$ cat src/rtl/idiv_pkg.sv
package idiv_pkg;

    localparam int unsigned DEF_W   = 16;
    localparam int unsigned DEF_LAT = 41;

    typedef enum logic [1:0] {
        PH_IDLE = 2'd0,
        PH_ITER = 2'd1,
        PH_PAD  = 2'd2
    } phase_e;

    typedef struct packed {
        logic z;
        logic v;
        logic c;
    } flags_t;

endpackage

$ cat src/rtl/idiv_step.sv
module idiv_step #(
    parameter int unsigned W = 16
) (
    input  logic [W-1:0] rem_i,
    input  logic [W-1:0] quo_i,
    input  logic [W-1:0] dvs_i,
    output logic [W-1:0] rem_o,
    output logic [W-1:0] quo_o
);
    // Partial remainder shifted left with the next dividend bit brought in.
    logic [W+1:0] trial;
    logic [W-1:0] shifted;

    always_comb begin
        shifted = {rem_i[W-2:0], quo_i[W-1]};
        trial   = {1'b0, rem_i, quo_i[W-1]} - {2'b00, dvs_i};
        if (trial[W+1]) begin
            rem_o = shifted;
            quo_o = {quo_i[W-2:0], 1'b0};
        end else begin
            rem_o = trial[W-1:0];
            quo_o = {quo_i[W-2:0], 1'b1};
        end
    end
endmodule

$ cat src/rtl/idiv_timer.sv
module idiv_timer
    import idiv_pkg::*;
#(
    parameter int unsigned W   = 16,
    parameter int unsigned LAT = 41
) (
    input  logic clk,
    input  logic rst,
    input  logic start,
    output logic accept,
    output logic iter_en,
    output logic finish,
    output logic busy,
    output logic done
);
    localparam int unsigned CW = $clog2(LAT + 1);

    phase_e        phase_q;
    logic [CW-1:0] cnt_q;

    assign accept  = (phase_q == PH_IDLE) && start;
    assign iter_en = (phase_q == PH_ITER);
    assign finish  = (phase_q == PH_PAD) && (cnt_q == CW'(LAT - 1));
    assign busy    = (phase_q != PH_IDLE);

    always_ff @(posedge clk) begin
        if (rst) begin
            phase_q <= PH_IDLE;
            cnt_q   <= '0;
            done    <= 1'b0;
        end else begin
            done <= 1'b0;
            unique case (phase_q)
                PH_IDLE: if (start) begin
                    phase_q <= PH_ITER;
                    cnt_q   <= '0;
                end
                PH_ITER: begin
                    cnt_q <= cnt_q + 1'b1;
                    if (cnt_q == CW'(W - 1)) phase_q <= PH_PAD;
                end
                PH_PAD: begin
                    cnt_q <= cnt_q + 1'b1;
                    if (cnt_q == CW'(LAT - 1)) begin
                        phase_q <= PH_IDLE;
                        done    <= 1'b1;
                    end
                end
                default: phase_q <= PH_IDLE;
            endcase
        end
    end

    // busy only ends together with the completion pulse
    a_r6_busy_ends_with_done: assert property (@(posedge clk) disable iff (rst)
        $fell(busy) |-> done);

    // completion is a single-cycle pulse
    a_r8_done_single: assert property (@(posedge clk) disable iff (rst)
        done |=> !done);
endmodule

$ cat src/rtl/idiv_flags.sv
module idiv_flags
    import idiv_pkg::*;
#(
    parameter int unsigned W = 16
) (
    input  logic [W-1:0] rem_i,
    input  logic [W-1:0] dvs_i,
    output flags_t       flags_o
);
    always_comb begin
        flags_o.z = (rem_i == '0);
        flags_o.v = 1'b0;
        flags_o.c = (dvs_i == '0);
    end
endmodule

$ cat src/rtl/idiv_seq.sv
module idiv_seq
    import idiv_pkg::*;
#(
    parameter int unsigned W   = DEF_W,
    parameter int unsigned LAT = DEF_LAT
) (
    input  logic         clk,
    input  logic         rst,
    input  logic         start,
    input  logic [W-1:0] d_in,
    input  logic [W-1:0] x_in,
    output logic [W-1:0] d_out,
    output logic [W-1:0] x_out,
    output logic         z_flag,
    output logic         v_flag,
    output logic         c_flag,
    output logic         z_upd,
    output logic         v_upd,
    output logic         c_upd,
    output logic         busy,
    output logic         done
);
    logic         accept, iter_en, finish;
    logic [W-1:0] rem_q, quo_q, dvs_q, num_q;
    logic [W-1:0] rem_n, quo_n, fin_rem, fin_quo;
    flags_t       flags_n, flags_q;

    idiv_timer #(.W(W), .LAT(LAT)) timer_i (
        .clk(clk), .rst(rst), .start(start), .accept(accept),
        .iter_en(iter_en), .finish(finish), .busy(busy), .done(done)
    );

    idiv_step #(.W(W)) step_i (
        .rem_i(rem_q), .quo_i(quo_q), .dvs_i(dvs_q),
        .rem_o(rem_n), .quo_o(quo_n)
    );

    idiv_flags #(.W(W)) flags_i (
        .rem_i(fin_rem), .dvs_i(dvs_q), .flags_o(flags_n)
    );

    // Zero divisor: all-ones quotient, dividend returned untouched.
    assign fin_rem = (dvs_q == '0) ? num_q : rem_q;
    assign fin_quo = (dvs_q == '0) ? '1    : quo_q;

    always_ff @(posedge clk) begin
        if (rst) begin
            rem_q   <= '0;
            quo_q   <= '0;
            dvs_q   <= '0;
            num_q   <= '0;
            d_out   <= '0;
            x_out   <= '0;
            flags_q <= '0;
        end else begin
            if (accept) begin
                rem_q <= '0;
                quo_q <= d_in;
                dvs_q <= x_in;
                num_q <= d_in;
            end else if (iter_en) begin
                rem_q <= rem_n;
                quo_q <= quo_n;
            end
            if (finish) begin
                d_out   <= fin_rem;
                x_out   <= fin_quo;
                flags_q <= flags_n;
            end
        end
    end

    assign z_flag = flags_q.z;
    assign v_flag = flags_q.v;
    assign c_flag = flags_q.c;
    assign z_upd  = done;
    assign v_upd  = done;
    assign c_upd  = done;

    // remainder below divisor on a normal result
    a_r1_rem_below_divisor: assert property (@(posedge clk) disable iff (rst)
        (done && !c_flag) |-> (d_out < dvs_q));

    // zero flag agrees with remainder output
    a_r3_zero_matches_rem: assert property (@(posedge clk) disable iff (rst)
        done |-> (z_flag == (d_out == '0)));

    // divide by zero result pattern
    a_r5_div0_result: assert property (@(posedge clk) disable iff (rst)
        (done && c_flag) |-> ((x_out == '1) && (d_out == num_q)));

    // captured operands stay fixed while a division runs
    a_r7_operands_held: assert property (@(posedge clk) disable iff (rst)
        busy |=> ($stable(dvs_q) && $stable(num_q)));
endmodule

$ cat config.mk
export PLATFORM = sky130hd
export DESIGN_NAME = idiv_seq
export DESIGN_NICKNAME = d
export VERILOG_FILES = /design/src/rtl/idiv_pkg.sv /design/src/rtl/idiv_step.sv /design/src/rtl/idiv_timer.sv /design/src/rtl/idiv_flags.sv /design/src/rtl/idiv_seq.sv
export SDC_FILE = /design/constraint.sdc
export NUM_CORES = 1
export LEC_CHECK = 0
export BUFFER_PORTS_ARGS = -buffer_cell sky130_fd_sc_hd__buf_2
export CORE_MARGIN = 2
export CORE_UTILIZATION = 61
export DETAILED_ROUTE_END_ITERATION = 8
export MAX_ROUTING_LAYER = met4
export PLACE_DENSITY = 0.9
export SYNTH_ARGS = -nofsm -noshare
export SYNTH_HDL_FRONTEND = slang
export SYNTH_SLANG_ARGS = --single-unit
export TNS_END_PERCENT = 1
$ cat constraint.sdc
create_clock -name clk -period 3.45 [get_ports clk]
set_input_delay 0.69 -clock clk [delete_from_list [all_inputs] [get_ports clk]]
set_output_delay 0.69 -clock clk [all_outputs]
set_load 0.005 [all_outputs]
=== Yosys cells after proc, flatten, opt, wreduce, memory -nomap -nowiden ===
Cells that the tools add are included.

* Multiplexer cells: 13
* Eq/ne operators: 7
* Reduce and logical (&&, ||, !) cells: 13
* Bitwise operators: 1
* Add/sub/neg operators: 2

{| class="wikitable"
|+ Operator list
! operator !! count
|-
| 16-bit two-way mux || 5
|-
| 16-bit zero test || 2
|-
| 17-bit by 16-bit subtractor with 18-bit output || 1
|-
| 6-bit case mux with 2 select lines || 1
|-
| 6-bit by 1-bit adder with 6-bit output, second input constant || 1
|-
| 6-bit by 4-bit == test with 1-bit output, second input constant || 1
|-
| 6-bit == test, second input constant || 1
|-
| 2-bit two-way mux || 3
|-
| 6-bit two-way mux || 1
|-
| 2-bit case mux with 3 select lines || 1
|-
| 2-bit nonzero test || 3
|-
| 2-bit OR reduction || 3
|-
| 2-bit != test, second input constant || 2
|-
| 3-bit AND reduction || 1
|-
| 2-bit by 1-bit == test with 1-bit output, second input constant || 1
|-
| 2-bit == test, second input constant || 1
|-
| 1-bit logical AND || 2
|-
| 2-bit zero test || 1
|-
| 1-bit two-way mux || 2
|-
| 2-bit by 1-bit != test with 1-bit output, second input constant || 1
|-
| 2-bit AND reduction || 1
|-
| 1-bit NOT || 1
|}

* Register bits after elaboration: 107
* Output and inout bits: 40
* Bits of input ports: 35

=== Longest topological paths before layout ===
Gate-level depths: netlist (run 1).

* Word-level depth: 4
* Mapped depth: 12
* Mapped depth without buffers: 10

=== Modules after synthesis ===
Synthesis (run 1) repeated with hierarchy kept, for this count alone.

* Cells, all modules: 713
* Area, all modules: 6302.3 µm²

{| class="wikitable"
|+ Modules (own cells, without submodules)
! module !! instances !! seq. area each (µm²) !! cells an instance !! area each (µm²)
|-
| idiv_seq || 1 || 1981.9 || 459 || 4339.2
|-
| idiv_step || 1 || 0.0 || 172 || 1273.7
|-
| idiv_timer || 1 || 180.2 || 70 || 610.6
|-
| idiv_flags || 1 || 0.0 || 12 || 78.8
|}

=== Worst setup path after synthesis (run 1) ===
Ideal clock, no wire load.

* Kind: register -> register
* From: register dvs_q[1]
* To: register rem_q[8]
* Required time: 3.318 ns
* Setup time: 0.132 ns
* Stages on the path, launching flop included: 12
* Arrival: 2.057 ns
* Clock period less this slack: 2.190 ns
* Buffers on the path: 2
* Path slack: 1.260 ns
* Path through: dfxtp_1 > inv_1 > ha_1 > nor2b_1 > o2111ai_1 > a21o_1 > a211oi_2 > or2_1 > buf_6 > buf_12 > mux2i_1 > a21oi_1

* Word-level cells in the longest chain between the ends: 2

{| class="wikitable"
|+ RTL lines
! element !! line !! text
|-
| from (decl) || idiv_seq.sv:24 || <nowiki>logic [W-1:0] rem_q, quo_q, dvs_q, num_q;</nowiki>
|-
| from (signal assigned) || idiv_seq.sv:59 || <nowiki>dvs_q <= x_in;</nowiki>
|-
| 17-bit by 16-bit subtractor with 18-bit output || idiv_step.sv:16 || <nowiki>trial = {1'b0, rem_i, quo_i[W-1]} - {2'b00, dvs_i};</nowiki>
|-
| 16-bit two-way mux || idiv_step.sv:17 || <nowiki>if (trial[W+1]) begin</nowiki>
|-
| to (signal assigned) || idiv_seq.sv:62 || <nowiki>rem_q <= rem_n;</nowiki>
|-
| to (decl) || idiv_seq.sv:24 ||
|}

Every way passes these cells.
A chain may end at the register's enable or synchronous reset.

=== Final worst setup path (run 1) ===
Ends and elaborated chain as after synthesis.

==> results_dict.tcl, run 1 <==
set metrics [dict create \
    core-area_mm2 0.00818 \
    place_inst 781 \
    hold_viol 0 \
    final_nets 744 \
    dr_total_vias 4848 \
    place.gp.congestion 0.956 \
    rows 33 \
    outcome "finished, final reports clean" \
    io_buffers 73 \
    grt_pass1_wl_um 21200 \
    cts_setup_buffers 0 \
    end_kind "register" \
    synth.distinct_cells 58 \
    postRouteAntennaNets 0 \
    h-tree-depth 3 \
    synth-edff-count 0 \
    met3_usage_pct 3.84 \
    ys_warn_count 0 \
    critPathLaunchType "register" \
    rsz0062_at_grt "no" \
    vdd_drop_max_mv 0.367 \
    cts.sinks 107 \
    die_h_um 95.8 \
    yosys.area.top_type "dfxtp_1" \
    root_buffer "clkbuf_8" \
    path_clk_slew_ps 110 \
    p_leak_nw 2.29 \
    critPathMaxFanout 14 \
    ys_seq_area_share_pct 41.7 \
    setup_viol 0 \
    critPathKind "register to register" \
    synth_top_cell_area_share_pct 41.7 \
    routedWlPerCell_um 16.5 \
    first_global_vias 4455 \
    hpwl_um 9420 \
    cts_buffers 9 \
    tightest_slew_ps 914 \
    antenna_cells 0 \
    drive_gt1_share_pct 16.6 \
    grtUsageMet1_pct 40.9 \
    p_per_area_mw_per_mm2 601 \
    hold_buffers 0 \
    synth.avg_cell_area_um2 8.04 \
    clock_path_buffers 2 \
    synthArstFlopShare_pct 0 \
    pin_count 75 \
    synth_ff_type "dfxtp_1" \
    setup_tns_ps 0 \
    die_w_um 95.8 \
    clock_skew_ps 21.9 \
    syn-num-nets 696 \
    grt_overflow_total 0 \
    synth_area_leaders "dfxtp_1 42%, nand2_1 9.5%, a21oi_1 7.7%" \
    syn2layout_area_growth_pct 10.5 \
    grt.busiest_layer "met2" \
    synth_common_cells "130 x nand2_1, 107 x dfxtp_1, 79 x a21oi_1" \
    synthesis.area_mm2 0.00514 \
    clock_latency_ps 380 \
    die_area_mm2 0.00917 \
    firstDrtPassIters 6 \
    grt_max_degree 78 \
    min_period_ps 2760 \
    final_util_pct 69.4 \
    drc_errors 0 \
    antenna_found_initial 0 \
    cp.required_ps 3680 \
    ys_ff_latch 107 \
    clock.fmax_mhz 363 \
    vias_per_cell 6.08 \
    worstPathArrival_ps 2990 \
    met2_usage_pct 46.7 \
    hold_path.class "register to register" \
    min_period_over_period_pct 79.9 \
    slew_viol_final 0 \
    drv_cap 0 \
    wl_um 13200 \
    yosys.cell_count.top_type "nand2_1" \
    syn_inst 639 \
    tritoncts "done" \
    first_iter_violations 429 \
    start_util_pct 62.8 \
    cts_resized 0 \
    grt_util_all_layers_pct 30.2 \
    slew_headroom_pct 38.8 \
    fin_cells 797 \
]
[state kept, by name (all words and copies together), names as in the netlist]
signal and flops:
c_flag 1, rem_q 16, z_flag 1, num_q 16
d_out 16, timer_i.done 1, timer_i.cnt_q 6, quo_q 16
dvs_q 16, timer_i.phase_q 2, x_out 16
[per-layer routing]
layer  vias to the layer above  part of all wire [%]
met1                      2260                    44
met2                       234                    47
met4                         0                   1.8
met3                        29                   7.8
met5                         -                     0
li1                       2325                     -
[power breakdown]
| part | switching [mW] | leakage, nW | internal (mW) |
|---|---|---|---|
| logic | 0.751 | 1.33 | 0.489 |
| registers | 0.105 | 0.871 | 1.33 |
| clock network | 0.458 | 0.0920 | 0.279 |
[path summary, 6_finish.rpt]
kind | cells after the start | endpoint | slack (ps) | startpoint
max | 9 | rem_q[8] | 690 | dvs_q[1]
min | 2 | dvs_q[10] | 480 | dvs_q[10]
max reg2reg | 9 | rem_q[8] | 690 | dvs_q[1]
min reg2reg | 2 | dvs_q[10] | 480 | dvs_q[10]
[cells in the final DEF, fill, tap and decap left out, drive strengths merged, types with 2 or more instances in the layout]
cell type,synthesis,final
xnor2,7,7
o21ai,26,26
mux2,14,14
nand3,6,6
dfxtp,107,107
o31ai,2,2
nor3,3,3
nor4,12,12
buf,10,80
nand4,4,4
a31oi,5,5
xor2,7,7
o211ai,3,3
clkbuf,33,10
nand2b,7,7
a21oi,79,79
a211oi,3,3
ha,21,21
o22ai,16,16
and3,2,2
a311oi,18,18
or3,2,2
a22oi,3,3
nand2,130,130
clkinv,1,3
mux2i,10,10
a21o,8,8
o31a,2,2
inv,24,27
or2,2,2
nor2,56,56
[layout make-up]
cell class	instances	area (um^2)
well taps	105	131
clock inverters	6	57.6
fillers	624	2500
inverters	25	93.8
repair buffers	80	418
flip-flops and latches	107	2140
multi-input cells	464	2710
clock buffers	10	128
[critical path, stage by stage, from the launching register on]
cell and delay, ps:
dfxtp_1 410, inv_1 60, ha_1 260, nor2b_1 180
o2111ai_1 160, a21o_1 280, a211oi_2 310, or2_1 600
mux2i_1 280, a21oi_1 80
[cells by family after synthesis]
family | after synthesis | share of synthesized area [%]
AND/OR/NAND/NOR | 229 | 18.9
AO/OA/AOI/OAI | 174 | 20.6
flip-flops | 107 | 41.7
buffers and inverters | 68 | 5.77
multiplexers | 24 | 5.02
adder cells (fa/ha/maj) | 22 | 5.50
XOR/XNOR | 14 | 2.39
other | 1 | 0.0730
[metrics by stage]
stage | area (um^2) | power, mW | hold slack (ps) | setup slack [ps]
after floorplan | 5140 | 2.44 | 449 | 1260
after global placement | 5490 | 2.62 | 461 | 865
after detailed placement | 5490 | 2.66 | 468 | 735
after CTS | 5680 | 3.38 | 483 | 717
after global routing | 5680 | 3.59 | 498 | 503
final | 5680 | 3.41 | 483 | 693
No activity file was read; power rests on OpenSTA's default activity.
==> run 2, diff against run 1 <==
CORE_UTILIZATION = 57   (was 61)
PLACE_DENSITY = 0.86   (was 0.9)
clock period = 2.8 ns   (was 3.45 ns; I/O delays follow)
==> run 2 against run 1 <==
Flip-flop and latch count is the same. Register-to-register slack lost 430 ps. Die area grew 6.7%. Highest routed layer unchanged. Fmax grew 8.7%. Worst hold slack lost 85 ps. Clock power grew 38%. Combinational power grew 31%. First-iteration DRC count grew 9.1%. Critical path depth shrank 1. Non-clock buffer count grew 9. Final area grew 2.1%.
==> results_dict.tcl, run 2 (synthesized netlist as in run 1, its figures left out) <==
set metrics [dict create \
    grt_pass1_wl_um 21400 \
    grt_util_all_layers_pct 27.6 \
    crit_path_start "rem_q[2]" \
    p_sw_share_pct 39.1 \
    outcome "finished, final reports clean" \
    final_common_cell "nand2_1" \
    antenna_found_initial 0 \
    place_inst 793 \
    setup_slack_ps 263 \
    slew_viol_final 0 \
    fill_cells 689 \
    worstPathArrival_ps 2850 \
    end_kind "register" \
    first_iter_violations 468 \
    setup_tns_ps 0 \
    cts_buffers 9 \
    h-tree-depth 3 \
    first_global_vias 4324 \
    hold_start "x_in[10]" \
    drive_gt1_share_pct 17.8 \
    clock_latency_ps 390 \
    multi_input_comb_area_mm2 0.00271 \
    core-area_mm2 0.00872 \
    clock.fmax_mhz 394 \
    critPathMaxFanout 7 \
    io_buffers 73 \
    routedWlPerCell_um 16.1 \
    die_area_mm2 0.00979 \
    critPathLaunchType "register" \
    dp_slack_ps 319 \
    clock_skew_ps 12.8 \
    path_clk_slew_ps 120 \
    drv_cap 0 \
    tritoncts "done" \
    final_util_pct 66.5 \
    grt_max_degree 56 \
    clock_path_buffers 2 \
    dr_total_vias 4843 \
    min_period_ps 2540 \
    firstDrtPassIters 5 \
    die_w_um 98.9 \
    p_clk_share_pct 23.2 \
    cts.sinks 107 \
    p_leak_nw 2.36 \
    rr_startpoint "rem_q[2]" \
    seqPwrFrac_pct 39.9 \
    netSwitchingPower_mw 1.72 \
    pin_count 75 \
    p_per_area_mw_per_mm2 758 \
    p_comb_share_pct 36.9 \
    vias_per_cell 5.99 \
    wl_um 13000 \
    cts_setup_buffers 0 \
    cp.required_ps 3120 \
    hold_viol 0 \
    rows 34 \
    setup_viol 0 \
    hold_path.class "primary input to register" \
    grt_overflow_total 0 \
    start_util_pct 58.9 \
    seqCellArea_mm2 0.00214 \
    postRouteAntennaNets 0 \
    power.internal_mw 2.68 \
    root_buffer "clkbuf_8" \
    cts_resized 0 \
    antenna_cells 0 \
    final_nets 753 \
    rsz0062_at_grt "no" \
    drc_errors 0 \
    fin_cells 809 \
    slew_headroom_pct 40.2 \
    syn2layout_area_growth_pct 12.8 \
    critPathKind "register to register" \
    hpwl_um 9480 \
    layout_common_cells "130 x nand2_1, 107 x dfxtp_1, 79 x a21oi_1, 73 x buf_2, 55 x nor2_1" \
    min_period_over_period_pct 90.6 \
    vdd_drop_max_mv 0.386 \
    tightest_slew_ps 894 \
    die_h_um 98.9 \
    hold_buffers 0 \
    place.gp.congestion 0.972 \
]
==> run 2: cell types whose count changed in the layout (fill, tap and decap cells not counted), sizes merged <==
cell,delta
inv,+2
buf,+9
clkinvlp,-1
clkbuf,-1
==> run 2: stage by stage <==
step	total power, mW	hold slack, ps	area [um^2]
2_1_floorplan	3.00	449	5140
3_3_place_gp	3.30	462	5580
3_5_place_dp	3.35	466	5580
4_1_cts	4.36	396	5800
5_1_grt	4.63	410	5800
6_report	4.40	398	5800
==> run 2: per-layer routing <==
layer	up-vias	global-route usage (%)	wire length, um
met3	24	3.48	981
met2	204	41.9	5880
met5	-	-	0
met1	2264	38.8	5950
li1	2351	-	-
met4	0	8.43	232
==> run 2: worst paths after layout <==
path,to,slack (ps),cells past startpoint
worst max register to register,rem_q[13],260,8
worst max-delay path,rem_q[13],260,8
worst min-delay path,dvs_q[10],400,3
worst min register to register,num_q[13],480,2
==> run 2: critical path: stages (launching register included) <==
cell      delay [ps]
dfxtp_1          450
ha_1             330
a21o_1           210
a21oi_1          220
a21o_1           240
a211oi_2         120
nor2_1           510
a22oi_1          210
a21oi_1          170
==> run 2: area by class of cell <==
type | count | area share [%]
Timing Repair Buffer | 89 | 8.59
Clock inverter | 7 | 1.66
Clock buffer | 9 | 2.14
Tap cell | 108 | 2.33
Inverter | 25 | 1.62
Multi-Input combinational cell | 464 | 46.7
Sequential cell | 107 | 37.0
==> run 2: power groups by stage <==
stage / logic, mW / registers [mW] / clock network, mW
3_3_place_gp: 1.52 / 1.78 / 0
4_1_cts: 1.58 / 1.75 / 1.02
6_report: 1.62 / 1.75 / 1.02
3_5_place_dp: 1.57 / 1.78 / 0
5_1_grt: 1.77 / 1.77 / 1.09
2_1_floorplan: 1.25 / 1.75 / 0
